===== config.mk =====
export PLATFORM = sky130hd
export DESIGN_NAME = tdm_clkgen
export DESIGN_NICKNAME = d
export VERILOG_FILES = /design/src/rtl/tdm_clkgen_pkg.sv /design/src/rtl/tdm_frame_base.sv /design/src/rtl/tdm_in_align.sv /design/src/rtl/tdm_out_chan.sv /design/src/rtl/tdm_clkgen.sv
export SDC_FILE = /design/constraint.sdc
export NUM_CORES = 1
export LEC_CHECK = 0
export ABC_AREA = 1
export BUFFER_PORTS_ARGS = -buffer_cell sky130_fd_sc_hd__buf_2
export CAP_MARGIN = 10
export CORE_MARGIN = 5
export CORE_UTILIZATION = 40
export CTS_CLUSTER_SIZE = 10
export DETAILED_ROUTE_END_ITERATION = 16
export PLACE_DENSITY = 0.59
export SYNTH_ARGS = -nofsm -noshare
export SYNTH_HDL_FRONTEND = slang
export SYNTH_SLANG_ARGS = --single-unit

===== constraint.sdc =====
create_clock -name clk -period 3.4 [get_ports clk]
set_input_delay 0.68 -clock clk [delete_from_list [all_inputs] [get_ports clk]]
set_output_delay 0.68 -clock clk [all_outputs]
set_load 0.1 [all_outputs]

===== src/rtl/tdm_clkgen_pkg.sv =====
// Package: shared configuration type and reset value for the TDM clock generator.
// Assumes a 6-bit channel configuration word, laid out as the packed struct below.
package tdm_clkgen_pkg;

    // Channel configuration; the bit positions are visible through cfg_wdata.
    typedef struct packed {
        logic       en;       // [5] drive enable
        logic       ext;      // [4] follow tracking base
        logic       fp_high;  // [3] active-high frame pulse
        logic       fall;     // [2] falling active edge
        logic [1:0] rate;     // [1:0] rate code
    } ocfg_t;

    localparam int OCFG_W = 6;

    localparam ocfg_t OCFG_RST = '{en: 1'b0, ext: 1'b0, fp_high: 1'b0,
                                   fall: 1'b0, rate: 2'b00};

endpackage


===== src/rtl/tdm_frame_base.sv =====
// Module: frame-phase counter, FL bits wide, counting reference cycles.
// It wraps once per frame and can be loaded with a new phase for realignment.
// Assumes that load is asserted for one cycle at a time.
module tdm_frame_base #(
    parameter int FL = 14
) (
    input  logic          clk,
    input  logic          rst_n,
    input  logic          load,
    input  logic [FL-1:0] load_val,
    output logic [FL-1:0] cnt,
    output logic          wrap
);

    // Advance the phase, or take the realignment value.
    always_ff @(posedge clk) begin
        if (!rst_n) begin
            cnt <= '0;
        end else if (load) begin
            cnt <= load_val;
        end else begin
            cnt <= cnt + {{(FL-1){1'b0}}, 1'b1};
        end
    end

    // Last cycle of the frame.
    always_comb wrap = (cnt == {FL{1'b1}});

endmodule


===== src/rtl/tdm_in_align.sv =====
// Module: incoming frame pulse handling.
// It synchronises fp_in (active low) through two stages, qualifies a pulse once
// it has been active for one input-clock period (2^(4-in_rate) reference
// cycles), returns the phase to load into the tracking base, and keeps the
// loss-of-frame flag. Assumes FL >= 6.
module tdm_in_align #(
    parameter int FL = 14
) (
    input  logic          clk,
    input  logic          rst_n,
    input  logic          fp_in,
    input  logic [1:0]    in_rate,
    output logic          qual,
    output logic [FL-1:0] load_val,
    output logic          lof
);

    localparam int MW = FL + 1;

    logic          s1, s2;
    logic          act;
    logic [4:0]    wcnt;
    logic [4:0]    per;
    logic [MW-1:0] mc;

    // Two-stage synchroniser; resets to the inactive (high) level.
    always_ff @(posedge clk) begin
        if (!rst_n) begin
            s1 <= 1'b1;
            s2 <= 1'b1;
        end else begin
            s1 <= fp_in;
            s2 <= s1;
        end
    end

    // Width of one input-clock period in reference cycles, and the qualify point.
    always_comb begin
        act      = ~s2;
        per      = 5'd1 << (3'd4 - {1'b0, in_rate});
        qual     = act && (wcnt == per - 5'd1);
        // The qualifying cycle is the per-th after the pin's first low sample,
        // so the next cycle of the frame has phase per + 1.
        load_val = {{(FL-5){1'b0}}, per} + {{(FL-1){1'b0}}, 1'b1};
    end

    // Count consecutive active cycles, saturating.
    always_ff @(posedge clk) begin
        if (!rst_n || !act) begin
            wcnt <= '0;
        end else if (wcnt != 5'd31) begin
            wcnt <= wcnt + 5'd1;
        end
    end

    // Count cycles without a qualified pulse; flag loss after two frames.
    always_ff @(posedge clk) begin
        if (!rst_n) begin
            mc  <= '0;
            lof <= 1'b0;
        end else if (qual) begin
            mc  <= '0;
            lof <= 1'b0;
        end else begin
            if (mc != {MW{1'b1}}) mc <= mc + {{(MW-1){1'b0}}, 1'b1};
            if (mc == {MW{1'b1}}) lof <= 1'b1;
        end
    end

    // a held pulse qualifies once, not on every cycle it stays active.
    p_qual_once_r6: assert property (@(posedge clk) disable iff (!rst_n)
        qual |=> !qual);

    // a qualified pulse clears the flag.
    p_lof_clear_r8: assert property (@(posedge clk) disable iff (!rst_n)
        qual |=> !lof);

    // the flag never rises in the cycle after a qualified pulse.
    p_lof_rise_r8: assert property (@(posedge clk) disable iff (!rst_n)
        $rose(lof) |-> $past(!qual));

endmodule


===== src/rtl/tdm_out_chan.sv =====
// Module: one output channel.
// It holds the channel's configuration and derives its clock and frame pulse
// from taps of the selected frame-phase counter. The rate is applied only at
// the selected base's frame wrap. Assumes FL >= 6.
module tdm_out_chan
    import tdm_clkgen_pkg::*;
#(
    parameter int FL = 14
) (
    input  logic          clk,
    input  logic          rst_n,
    input  logic          wr,
    input  ocfg_t         wdata,
    input  logic [FL-1:0] int_cnt,
    input  logic          int_wrap,
    input  logic [FL-1:0] trk_cnt,
    input  logic          trk_wrap,
    input  logic          oe,
    output logic          ck_o,
    output logic          fp_o,
    output logic          en_o
);

    ocfg_t         cfg;
    logic [1:0]    rate_act;
    logic [FL-1:0] base;
    logic          base_wrap;
    logic [1:0]    k;
    logic [2:0]    k1;
    logic          pulse;

    // Configuration register, loaded by a write to this channel.
    always_ff @(posedge clk) begin
        if (!rst_n) cfg <= OCFG_RST;
        else if (wr) cfg <= wdata;
    end

    // Apply the pending rate only at the end of the frame.
    always_ff @(posedge clk) begin
        if (!rst_n) rate_act <= 2'b00;
        else if (base_wrap) rate_act <= cfg.rate;
    end

    // Pick the base and form the clock, pulse and drive enable from its taps.
    always_comb begin
        base      = cfg.ext ? trk_cnt : int_cnt;
        base_wrap = cfg.ext ? trk_wrap : int_wrap;
        k         = 2'd3 - rate_act;
        k1        = {1'b0, k} + 3'd1;
        pulse     = ((base >> k1) == '0);
        ck_o      = base[k] ^ cfg.fall;
        fp_o      = cfg.fp_high ? pulse : ~pulse;
        en_o      = oe & cfg.en;
    end

    // the active rate changes only after a frame wrap.
    p_rate_at_boundary_r9: assert property (@(posedge clk) disable iff (!rst_n)
        (rate_act != $past(rate_act)) |-> $past(base_wrap));

    // on the internal base, a frame pulse starts only after a frame wrap.
    p_fp_start_at_wrap_r2: assert property (@(posedge clk) disable iff (!rst_n)
        (!cfg.ext && $past(!cfg.ext) && $rose(pulse)) |-> $past(int_wrap));

endmodule


===== src/rtl/tdm_clkgen.sv =====
// Module: top of the TDM clock and frame pulse generator.
// It contains a free-running internal frame base, a tracking frame base that
// realigns to qualified input pulses, and N_OUT configurable output channels.
// Assumes N_OUT >= 2 and FRAME_LOG2 >= 6.
module tdm_clkgen
    import tdm_clkgen_pkg::*;
#(
    parameter int N_OUT      = 2,
    parameter int FRAME_LOG2 = 14,
    localparam int IDXW      = $clog2(N_OUT)
) (
    input  logic             clk,
    input  logic             rst_n,
    input  logic             cfg_we,
    input  logic [IDXW-1:0]  cfg_idx,
    input  logic [OCFG_W-1:0] cfg_wdata,
    input  logic             fp_in,
    input  logic [1:0]       in_rate,
    input  logic             oe,
    output logic [N_OUT-1:0] ck_out,
    output logic [N_OUT-1:0] fp_out,
    output logic [N_OUT-1:0] out_en,
    output logic             lof
);

    logic [FRAME_LOG2-1:0] int_cnt, trk_cnt, trk_load_val;
    logic                  int_wrap, trk_wrap, trk_load;

    tdm_frame_base #(.FL(FRAME_LOG2)) u_int_base (
        .clk(clk), .rst_n(rst_n), .load(1'b0), .load_val('0),
        .cnt(int_cnt), .wrap(int_wrap)
    );

    tdm_in_align #(.FL(FRAME_LOG2)) u_align (
        .clk(clk), .rst_n(rst_n), .fp_in(fp_in), .in_rate(in_rate),
        .qual(trk_load), .load_val(trk_load_val), .lof(lof)
    );

    tdm_frame_base #(.FL(FRAME_LOG2)) u_trk_base (
        .clk(clk), .rst_n(rst_n), .load(trk_load), .load_val(trk_load_val),
        .cnt(trk_cnt), .wrap(trk_wrap)
    );

    for (genvar i = 0; i < N_OUT; i++) begin : g_chan
        logic wr_i;
        always_comb wr_i = cfg_we && (cfg_idx == IDXW'(i));
        tdm_out_chan #(.FL(FRAME_LOG2)) u_chan (
            .clk(clk), .rst_n(rst_n), .wr(wr_i), .wdata(ocfg_t'(cfg_wdata)),
            .int_cnt(int_cnt), .int_wrap(int_wrap),
            .trk_cnt(trk_cnt), .trk_wrap(trk_wrap), .oe(oe),
            .ck_o(ck_out[i]), .fp_o(fp_out[i]), .en_o(out_en[i])
        );
    end

endmodule


* Word-level counts from Yosys, hierarchy flattened
Index checks and enable logic that the tools add are counted.
** Word-level totals
- Logic and storage cells :: 69
- Flip-flop bits (word level) :: 67
- Input port bits :: 14
- Output and inout port bits :: 7
** Operators by class
- Reductions and logical operators :: 8
- $add $sub $neg :: 11
- $lt $le $gt $ge :: 2
- Equal/unequal tests :: 6
- Bitwise operators :: 9
- Shift operators :: 3
- Muxes and demuxes :: 11
** Operator list (count)
- $mux 14 :: 3
- $add 14x1->14 const B :: 2
- $eq 14x14->1 const B :: 2
- $logic_not 14->1 :: 2
- $shr 14x3->14 :: 2
- $add 15x1->15 const B :: 1
- $eq 15x15->1 const B :: 1
- $ne 15x15->1 const B :: 1
- $lt 2x5->1 const B :: 2
- $add 2x1->3 const B :: 2
- $add 5x1->6 const B :: 1
- $mux 1 :: 6
- $add 5x1->5 const B :: 1
- $eq 5x5->1 :: 1
- $ne 5x5->1 const B :: 1
- $not 1->1 :: 5
- $shl 1x3->5 const A :: 1
- $sub 5x1->5 const B :: 1
- $bmux 1 s2 :: 2
- $sub 2x2->2 const A :: 2
- $logic_and 1x1->1 :: 3
- $sub 3x2->3 const A :: 1
- $and 1x1->1 :: 2
- $reduce_or 2->1 :: 1
- other kinds (3) :: 4

* Logic depth before layout (Yosys ltp)
Gate-level depths: netlist of run 1.
- Depth in word-level cells :: 6
- Depth in mapped cells :: 11
- Depth with buffers taken out :: 11

* Cells and area by module
Synthesis of run 1 repeated with hierarchy kept, for this count alone.
** Unflattened totals
- Cell total of the unflattened synthesis :: 681
- Area total of the unflattened synthesis :: 4269.1 µm²
** Modules (own cells, without submodules)
- tdm_frame_base :: times used 2, cells an instance 135, seq. area each 280.3 µm², area each 862.1 µm²
- tdm_in_align :: times used 1, cells an instance 196, seq. area each 460.4 µm², area each 1352.5 µm²
- tdm_out_chan :: times used 2, cells an instance 105, seq. area each 160.2 µm², area each 585.6 µm²
- tdm_clkgen :: times used 1, cells an instance 5, seq. area each 0.0 µm², area each 21.3 µm²

* Worst setup path before layout of run 1
OpenSTA, ideal clock, no wires.
- Path kind :: reg2out
- Start point :: register g_chan[1].u_chan.cfg[4] (netlist name)
- End point :: output port fp_out[1]
- Path buffers :: 2
- Stages on the path, launching flop included :: 10
- Data arrival time :: 1.317 ns
- Setup slack :: 1.403 ns
- Data required time :: 2.720 ns
- Cell sequence :: dfxtp_1 > buf_2 > nor3_1 > nand2_1 > nand2_1 > nand2_1 > nor2_1 > nand3_1 > nand2_1 > buf_4
** On the way
- Word-level cells in the longest chain between the ends :: 5
** Ends and longest elaborated chain
- start, declared :: RTL line tdm_out_chan.sv:24 : ocfg_t cfg;
- start signal, assigned :: RTL line tdm_out_chan.sv:35 : else if (wr) cfg <= wdata;
- $mux 14 * :: RTL line tdm_out_chan.sv:46 : base = cfg.ext ? trk_cnt : int_cnt;
- $shr 14x3->14 * :: RTL line tdm_out_chan.sv:50 : pulse = ((base >> k1) == '0);
- $logic_not 14->1 * :: RTL line tdm_out_chan.sv:50
- $not 1->1 :: RTL line tdm_out_chan.sv:52 : fp_o = cfg.fp_high ? pulse : ~pulse;
- $mux 1 * :: RTL line tdm_out_chan.sv:52
- end, declared :: RTL line tdm_clkgen.sv:21 : output logic [N_OUT-1:0] fp_out,
Every way passes the cells marked *; elsewhere a longest branch is shown, timed or not.

* Worst setup path after layout of run 1
- Start point :: register g_chan[1].u_chan.cfg[4] (netlist name)
- End point :: output port ck_out[1]
** On the way
- Word-level cells in the longest chain between the ends :: 4
** Ends and longest elaborated chain
- $mux 14 :: RTL line tdm_out_chan.sv:46
- $bmux 1 s2 :: RTL line tdm_out_chan.sv:51 : ck_o = base[k] ^ cfg.fall;
- $mux 1 (implied by the code) :: RTL line tdm_out_chan.sv:51
- $xor 1x1->1 :: RTL line tdm_out_chan.sv:51
- end, declared :: RTL line tdm_clkgen.sv:20 : output logic [N_OUT-1:0] ck_out,
Every way passes these cells. The select of a mux whose other input is x is not followed.

==> summary.txt, run 1 <==
status - complete, no violations
sw power - 0.000472 W
TritonCTS Buffers - 9
DRT iter0 DRCs - 181
Clock power frac - 0.430
start point of the critical path - g_chan[1].u_chan.cfg[4]
asr flop ratio synth - 0
first-pass GRT wire length - 13400 um
EDFF count, synth - 0
switching fraction of total power - 0.269
PwrDens - 443 nW/um^2
core area - 8760 um^2
Max Buffers Root-to-Sink - 2
DR DRC count - 0
clock-pin slew on the worst setup and hold paths - 0.07 ns
worst reg2reg path startpoint - u_align.mc[0]
slew margin rel. - 0.619
HPWL after DPL - 5840 um
post-synthesis cell area - 3620 um^2
# diodes - 0
RSZ-0062 raised after global routing - false
RePlAce Congestion - 0.858
synth top area cells - dfxtp_1, nand2_1, nor2_1, inv_1, nand3_1
post_cts resized - 0
Startpoint Class - flop
WS Path Type - reg -> out
mux share of post-synthesis cell area - 0
Routed WL per cell - 11.7 um
CP required - 2.72 ns
sequential-to-total area share from yosys stat - 0.371
Setup Fix Bufs, Post-CTS - 0
area grow syn2layout - 9.76%
min-delay src - u_align.s1
Max-cap violations - 0
Hold Slack - 0.416 ns
Buffers on Ports - 20
Synth Area in Adders - 0.0208
Final Slew Violations - 0
main combinational cell family by area after synthesis - simple AND/OR/NAND/NOR gates
TritonCTS clock tree - yes
via count - 3209
leak pwr - 1.61 nW
Synth Area in Compound Gates - 0.112
Final Hold Viols - 0
CTS root buf - clkbuf_8
setup violators final - 0
Comb power frac - 0.100
Crit. End Element - primary output
xor/xnor cell area share of the yosys netlist - 0.0436
initial core utilization - 0.413
Worst IR Drop VDD - 0.158 mV
GR Overflow Total - 0
final critical-path required period - 2.84 ns
syn nets - 550
remaining antenna violation count after routing - 0
leading area contributor after synthesis - dfxtp_1
Via-to-Cell Ratio - 4.86
Tcrit/Tclk final - 0.834
pin count of the biggest net entering global routing - 25
I/O Pins - 21
f_max - 353 MHz
CP arrival - 2.16 ns
# H-tree levels - 3
Die Y - 105 um
Synth cell types - 36
Synth Area in Simple Gates - 0.351
Post-CTS Hold Buffers - 0
critical-path maximum fanout - 14
initial antenna violation count - 0
vias in the first global route - 2965
Yosys top cell area share - 0.371
internal power - 0.00128 W
share of layout cells above drive strength 1 - 0.118
final WL - 7750 um
gr usage total - 0.144
Ys Warns - 0
Die ar. - 11000 um^2
Die W - 105 um
CTS sink cnt - 67
Synth Register Bits - 67
Flop pwr share - 0.470
Worst Hold Class - reg -> reg
Worst Tran Pin Value - 0.571 ns
nets - 567
total negative setup slack - 0 ns
Mapped Cells - 530
Most used DFF post-synth - dfxtp_1
drt first pass iters - 4
Syn Area/Cell - 6.82 um^2
later-pin clock latency in the skew report - 0.35 ns
skew final - 0.00922 ns
row cnt - 34
==> layout make-up <==
cell class | instances | area [um^2]
tap | 108 | 135
clock buffer | 10 | 138
clock inverter | 6 | 88.8
inverter | 69 | 259
timing repair buffer | 20 | 100
sequential | 67 | 1340
multi-input combinational | 380 | 1910
fill | 911 | 4790
==> power by group through the flow <==
| stage | Clock (W) | Sequential [W] | Combinational (W) |
|---|---|---|---|
| after global placement | 0 | 0.000843 | 0.000173 |
| after detailed placement | 0 | 0.000844 | 0.000175 |
| final | 0.000756 | 0.000826 | 0.000175 |
| after global routing | 0.000811 | 0.000829 | 0.000192 |
| after CTS | 0.000780 | 0.000826 | 0.000176 |
| after floorplan | 0 | 0.000835 | 0.000158 |
==> worst max-delay path, stage by stage (launching register included) <==
cell and delay [ns]:
dfxtp_1 0.56, inv_1 0.22, nand2_1 0.12, nand2_1 0.07, inv_1 0.06, o21ai_0 0.07, o21ai_0 0.16, nand2_1 0.06
nand2_1 0.06, buf_2 0.41
==> synth_stat cells (all sizes together) (3+ instances only) <==
library cell / n
a21oi: 36
buf: 11
clkbuf: 3
dfxtp: 67
ha: 6
inv: 69
nand2: 123
nand3: 44
nand4: 4
nor2: 77
nor3: 22
o21ai: 33
or2: 5
xnor2: 7
xor2: 11
==> cell usage in the layout (no fill, tap or decap), drive strengths merged <==
| cell type | n |
|---|---|
| buf | 20 |
| clkinvlp | 2 |
| o21a | 1 |
| and2 | 2 |
| nand2 | 123 |
| nor3b | 1 |
| or2 | 5 |
| inv | 69 |
| nor3 | 22 |
| nor4 | 1 |
| clkinv | 2 |
| dfxtp | 67 |
| bufinv | 2 |
| a21oi | 36 |
| nand4 | 4 |
| nor2 | 77 |
| and3 | 1 |
| xnor2 | 7 |
| xor2 | 11 |
| a31oi | 2 |
| nand3 | 44 |
| o21ai | 33 |
| o211ai | 2 |
| nand3b | 2 |
| ha | 6 |
| clkbuf | 10 |
==> stage by stage <==
| stage | instance area [um^2] | instances | utilization | total power (W) | worst slack, ns |
|---|---|---|---|---|---|
| after floorplan | 3620 | 530 | - | 0.000993 | 1.40 |
| after global placement | 3740 | 644 | 0.427 | 0.00102 | 1.03 |
| after detailed placement | 3740 | 644 | 0.427 | 0.00102 | 0.968 |
| after CTS | 3970 | 660 | 0.453 | 0.00178 | 0.582 |
| after global routing | 3970 | 660 | 0.453 | 0.00183 | 0.408 |
| final | 3970 | 660 | 0.453 | 0.00176 | 0.564 |
==> worst paths after layout <==
kind / to / slack [ns] / depth (start not counted)
setup reg to reg: u_align.mc[0] / 1.77 / 7
setup / recovery: ck_out[1] / 0.56 / 9
hold reg to reg: u_align.s2 / 0.42 / 1
hold / removal: u_align.s2 / 0.42 / 1
==> logic make-up (layout without fill, tap and decap cells) <==
family                   after synthesis  after routing
AND/OR/NAND/NOR                      282            282
adder cells (fa/ha/maj)                6              6
AO/OA/AOI/OAI                         74             74
buffers and inverters                 83            105
flip-flops                            67             67
XOR/XNOR                              18             18
==> registers in the layout, indices dropped and copies added, names as in the netlist <==
register / cells
g_chan.u_chan.cfg: 12
u_align.lof: 1
u_int_base.cnt: 14
u_align.mc: 15
g_chan.u_chan.rate_act: 4
u_align.s1: 1
u_align.wcnt: 5
u_trk_base.cnt: 14
u_align.s2: 1
==> per-layer routing <==
layer / GRT usage / vias to the layer above / part of all wire
li1: - / 1720 / -
met1: 0.195 / 1416 / 0.50
met2: 0.225 / 63 / 0.44
met3: 0.0395 / 10 / 0.045
met4: 0.0411 / 0 / 0.014
met5: 0 / - / 0
(Power assumes the default switching activity.)
==> inputs of run 2 (changes only) <==
--- a/config.mk
+++ b/config.mk
@@ -5,14 +5,14 @@
 export SDC_FILE = /design/constraint.sdc
 export NUM_CORES = 1
 export LEC_CHECK = 0
-export ABC_AREA = 1
+export ABC_AREA = 0
 export BUFFER_PORTS_ARGS = -buffer_cell sky130_fd_sc_hd__buf_2
 export CAP_MARGIN = 10
 export CORE_MARGIN = 5
 export CORE_UTILIZATION = 40
 export CTS_CLUSTER_SIZE = 10
 export DETAILED_ROUTE_END_ITERATION = 16
-export PLACE_DENSITY = 0.59
+export PLACE_DENSITY = 0.62
 export SYNTH_ARGS = -nofsm -noshare
 export SYNTH_HDL_FRONTEND = slang
 export SYNTH_SLANG_ARGS = --single-unit
==> constraint.sdc (replaced) <==
create_clock -name clk -period 2.4 [get_ports clk]
set_input_delay 0.48 -clock clk [delete_from_list [all_inputs] [get_ports clk]]
set_output_delay 0.48 -clock clk [all_outputs]
set_load 0.1 [all_outputs]
==> run 2 against run 1 <==
  * The run now ends with setup timing left
  * Worst setup slack got worse by 0.58 ns
  * Final cell count fell by 21%
  * First-iteration DRC count fell by 32%
  * Sequential cell count did not move
  * Total power rose by 31%
  * Final area rose by 1.2%
  * Non-clock buffer count rose by 10
  * Sequential power rose by 40%
  * Clock power rose by 22%
  * Global-route usage rose by 0.84 points
  * Clock skew rose by 0.0049 ns
  * Critical endpoint is now fp_out[1]
  * Largest cell class unchanged
==> summary.txt, run 2 <==
Post-CTS Hold Buffers - 0
pin count of the biggest net entering global routing - 31
gr usage total - 0.153
critical-path maximum fanout - 4
CP top delay family - simple AND/OR/NAND/NOR gates
skew final - 0.0141 ns
Yosys top cell area share - 0.395
clock-pin slew on the worst setup and hold paths - 0.07 ns
TritonCTS clock tree - yes
Max Buffers Root-to-Sink - 2
core area - 8260 um^2
sequential-to-total area share from yosys stat - 0.395
post-synthesis cell area - 3390 um^2
Max-cap violations - 0
Multi-input gate area - 1990 um^2
Ys Warns - 0
via count - 2859
DP Area - 3620 um^2
Synth cell types - 46
Final Slew Violations - 0
Most flops, register - u_align.mc
cell breakdown of the critical path - nor4_4 -> nand4_1 -> a221oi_2 -> xnor2_1 -> bufbuf_16
GR Overflow Total - 0
FF/Latch Area - 1380 um^2
worst reg2reg path startpoint - u_align.mc[0]
drt first pass iters - 4
final instance area - 4020 um^2
WS Path Type - reg -> out
Worst Hold Class - in -> reg
synth top area cells - dfxtp_1, xnor2_1, mux2i_1, nor2_1, nand2_1
max FFs per register - 15
area grow syn2layout - 18.4%
CP Buf/Inv Count - 1
final WL - 7410 um
HPWL after DPL - 5040 um
CTS sink cnt - 67
Via-to-Cell Ratio - 5.48
initial antenna violation count - 0
remaining antenna violation count after routing - 0
Tcrit/Tclk final - 1.00
CP required - 1.92 ns
Die ar. - 10400 um^2
syn nets - 418
CP max-delay cell - dfxtp_4
Crit. End Element - primary output
# diodes - 0
Critical Path Stages - 5
cell with the most instances after synthesis - dfxtp_1
row cnt - 33
PwrDens - 574 nW/um^2
Syn Area/Cell - 8.52 um^2
asr flop ratio synth - 0
most common cell after layout, fill and taps aside - dfxtp_1
leak pwr - 1.37 nW
r2r worst-path depth - 6
final critical-path required period - 2.41 ns
Die Y - 102 um
Die W - 102 um
synth cell count leaders - dfxtp_1, nor2_1, nand2_1, nand3_1, nor3_1
Synth Register Bits - 67
slew margin rel. - 0.530
top flop regs - u_align.mc: 15 flops, u_int_base.cnt: 14 flops, u_trk_base.cnt: 14 flops
status - finished, violations left
I/O Pins - 21
DRT iter0 DRCs - 123
Startpoint Class - flop
Final Worst Setup Slack - -0.0117 ns
Worst path max stage delay - 0.37 ns
RSZ-0062 raised after global routing - true
Final Hold Viols - 0
Buffers on Ports - 20
min-delay src - fp_in
Routed WL per cell - 14.2 um
TritonCTS Buffers - 9
hold path depth - 2
CP arrival - 1.93 ns
start point of the critical path - u_trk_base.cnt[9]
Mapped Cells - 398
leading area contributor after synthesis - dfxtp_1
failing checks - setup timing
share of layout cells above drive strength 1 - 0.206
vias in the first global route - 2774
most frequent cells in the layout - dfxtp_1, nor2_1, nand2_1
fill count - 797
f_max - 415 MHz
CTS root buf - clkbuf_8
Worst IR Drop VDD - 0.317 mV
# H-tree levels - 3
first-pass GRT wire length - 12600 um
Most used DFF post-synth - dfxtp_1
setup violators final - 1
EDFF count, synth - 0
Overall Power - 0.00231 W
initial core utilization - 0.411
nets - 432
Worst Tran Pin Value - 0.704 ns
DP Worst Slack - 0.216 ns
DR DRC count - 0
later-pin clock latency in the skew report - 0.35 ns
RePlAce Congestion - 0.819
## run 2: cell types whose count changed after synthesis, moves of 12 or more
cell,before,now
xnor2_1,7,23
o21ai_0,31,9
inv_1,67,11
nor2_1,70,40
clkbuf_1,3,18
a21oi_1,29,10
nand2_1,118,38
mux2i_1,0,20
nor4_1,1,13
nand3_1,42,25
## run 2: where the power goes
part	switching (W)	internal, W	leakage (nW)	total [W]
Combinational	0.000126	0.0000959	0.726	0.000222
Sequential	0.0000340	0.00113	0.552	0.00116
Clock	0.000445	0.000475	0.0950	0.000920
Total	0.000605	0.00170	1.37	0.00231
## run 2: worst paths after layout
check / slack [ns] / endpoint
setup / recovery: -0.01 / fp_out[1]
hold / removal: 0.31 / u_align.s1
setup reg to reg: 0.37 / u_align.mc[3]
hold reg to reg: 0.41 / u_align.s2
## run 2: cells by family (layout without fill, tap and decap cells)
group,after synthesis,in the layout,share of synthesized area
AO/OA/AOI/OAI,43,43,0.0837
XOR/XNOR,33,33,0.0852
adder cells (fa/ha/maj),6,6,0.0221
buffers and inverters,39,58,0.0527
flip-flops,67,67,0.395
multiplexers,24,24,0.0856
AND/OR/NAND/NOR,186,186,0.275
## run 2: worst register-to-register path, cell delays in order (launching register included)
cell and delay, ns:
dfxtp_1 0.38, ha_1 0.26, nand4_1 0.16, nor4_1 0.60, buf_4 0.28, o21ai_0 0.09, a211oi_1 0.20
## run 2: cell type report
cell class,instances,area share
clock buffer,9,0.0308
tap,105,0.0327
timing repair buffer,30,0.0710
inverter,12,0.0112
multi-input combinational,292,0.494
sequential,67,0.343
clock inverter,7,0.0171
## run 2: per-stage QoR
| step | std cells | util | TNS, ns | hold WS (ns) |
|---|---|---|---|---|
| finish | 522 | 0.486 | -0.0117 | 0.312 |
| global route | 522 | 0.486 | -0.301 | 0.321 |
| CTS | 519 | 0.473 | -0.0215 | 0.294 |
| detailed placement | 502 | 0.439 | 0 | 0.404 |
| global placement | 502 | 0.439 | 0 | 0.406 |
| floorplan | 398 | - | 0 | 0.386 |
## run 2: repair_timing
action,in CTS,in global routing
endpoints found under the setup margin,4,4
setup buffers,1,3
pin swaps,4,7
resized for setup,20,20
hold endpoints to repair,0,0
## run 2: layer usage
| layer | track usage | vias to the layer above | wire [um] |
|---|---|---|---|
| met4 | 0.0716 | 0 | 201 |
| met5 | 0 | - | 0 |
| met1 | 0.185 | 1319 | 3390 |
| met2 | 0.243 | 82 | 3400 |
| met3 | 0.0519 | 20 | 414 |
| li1 | - | 1438 | - |
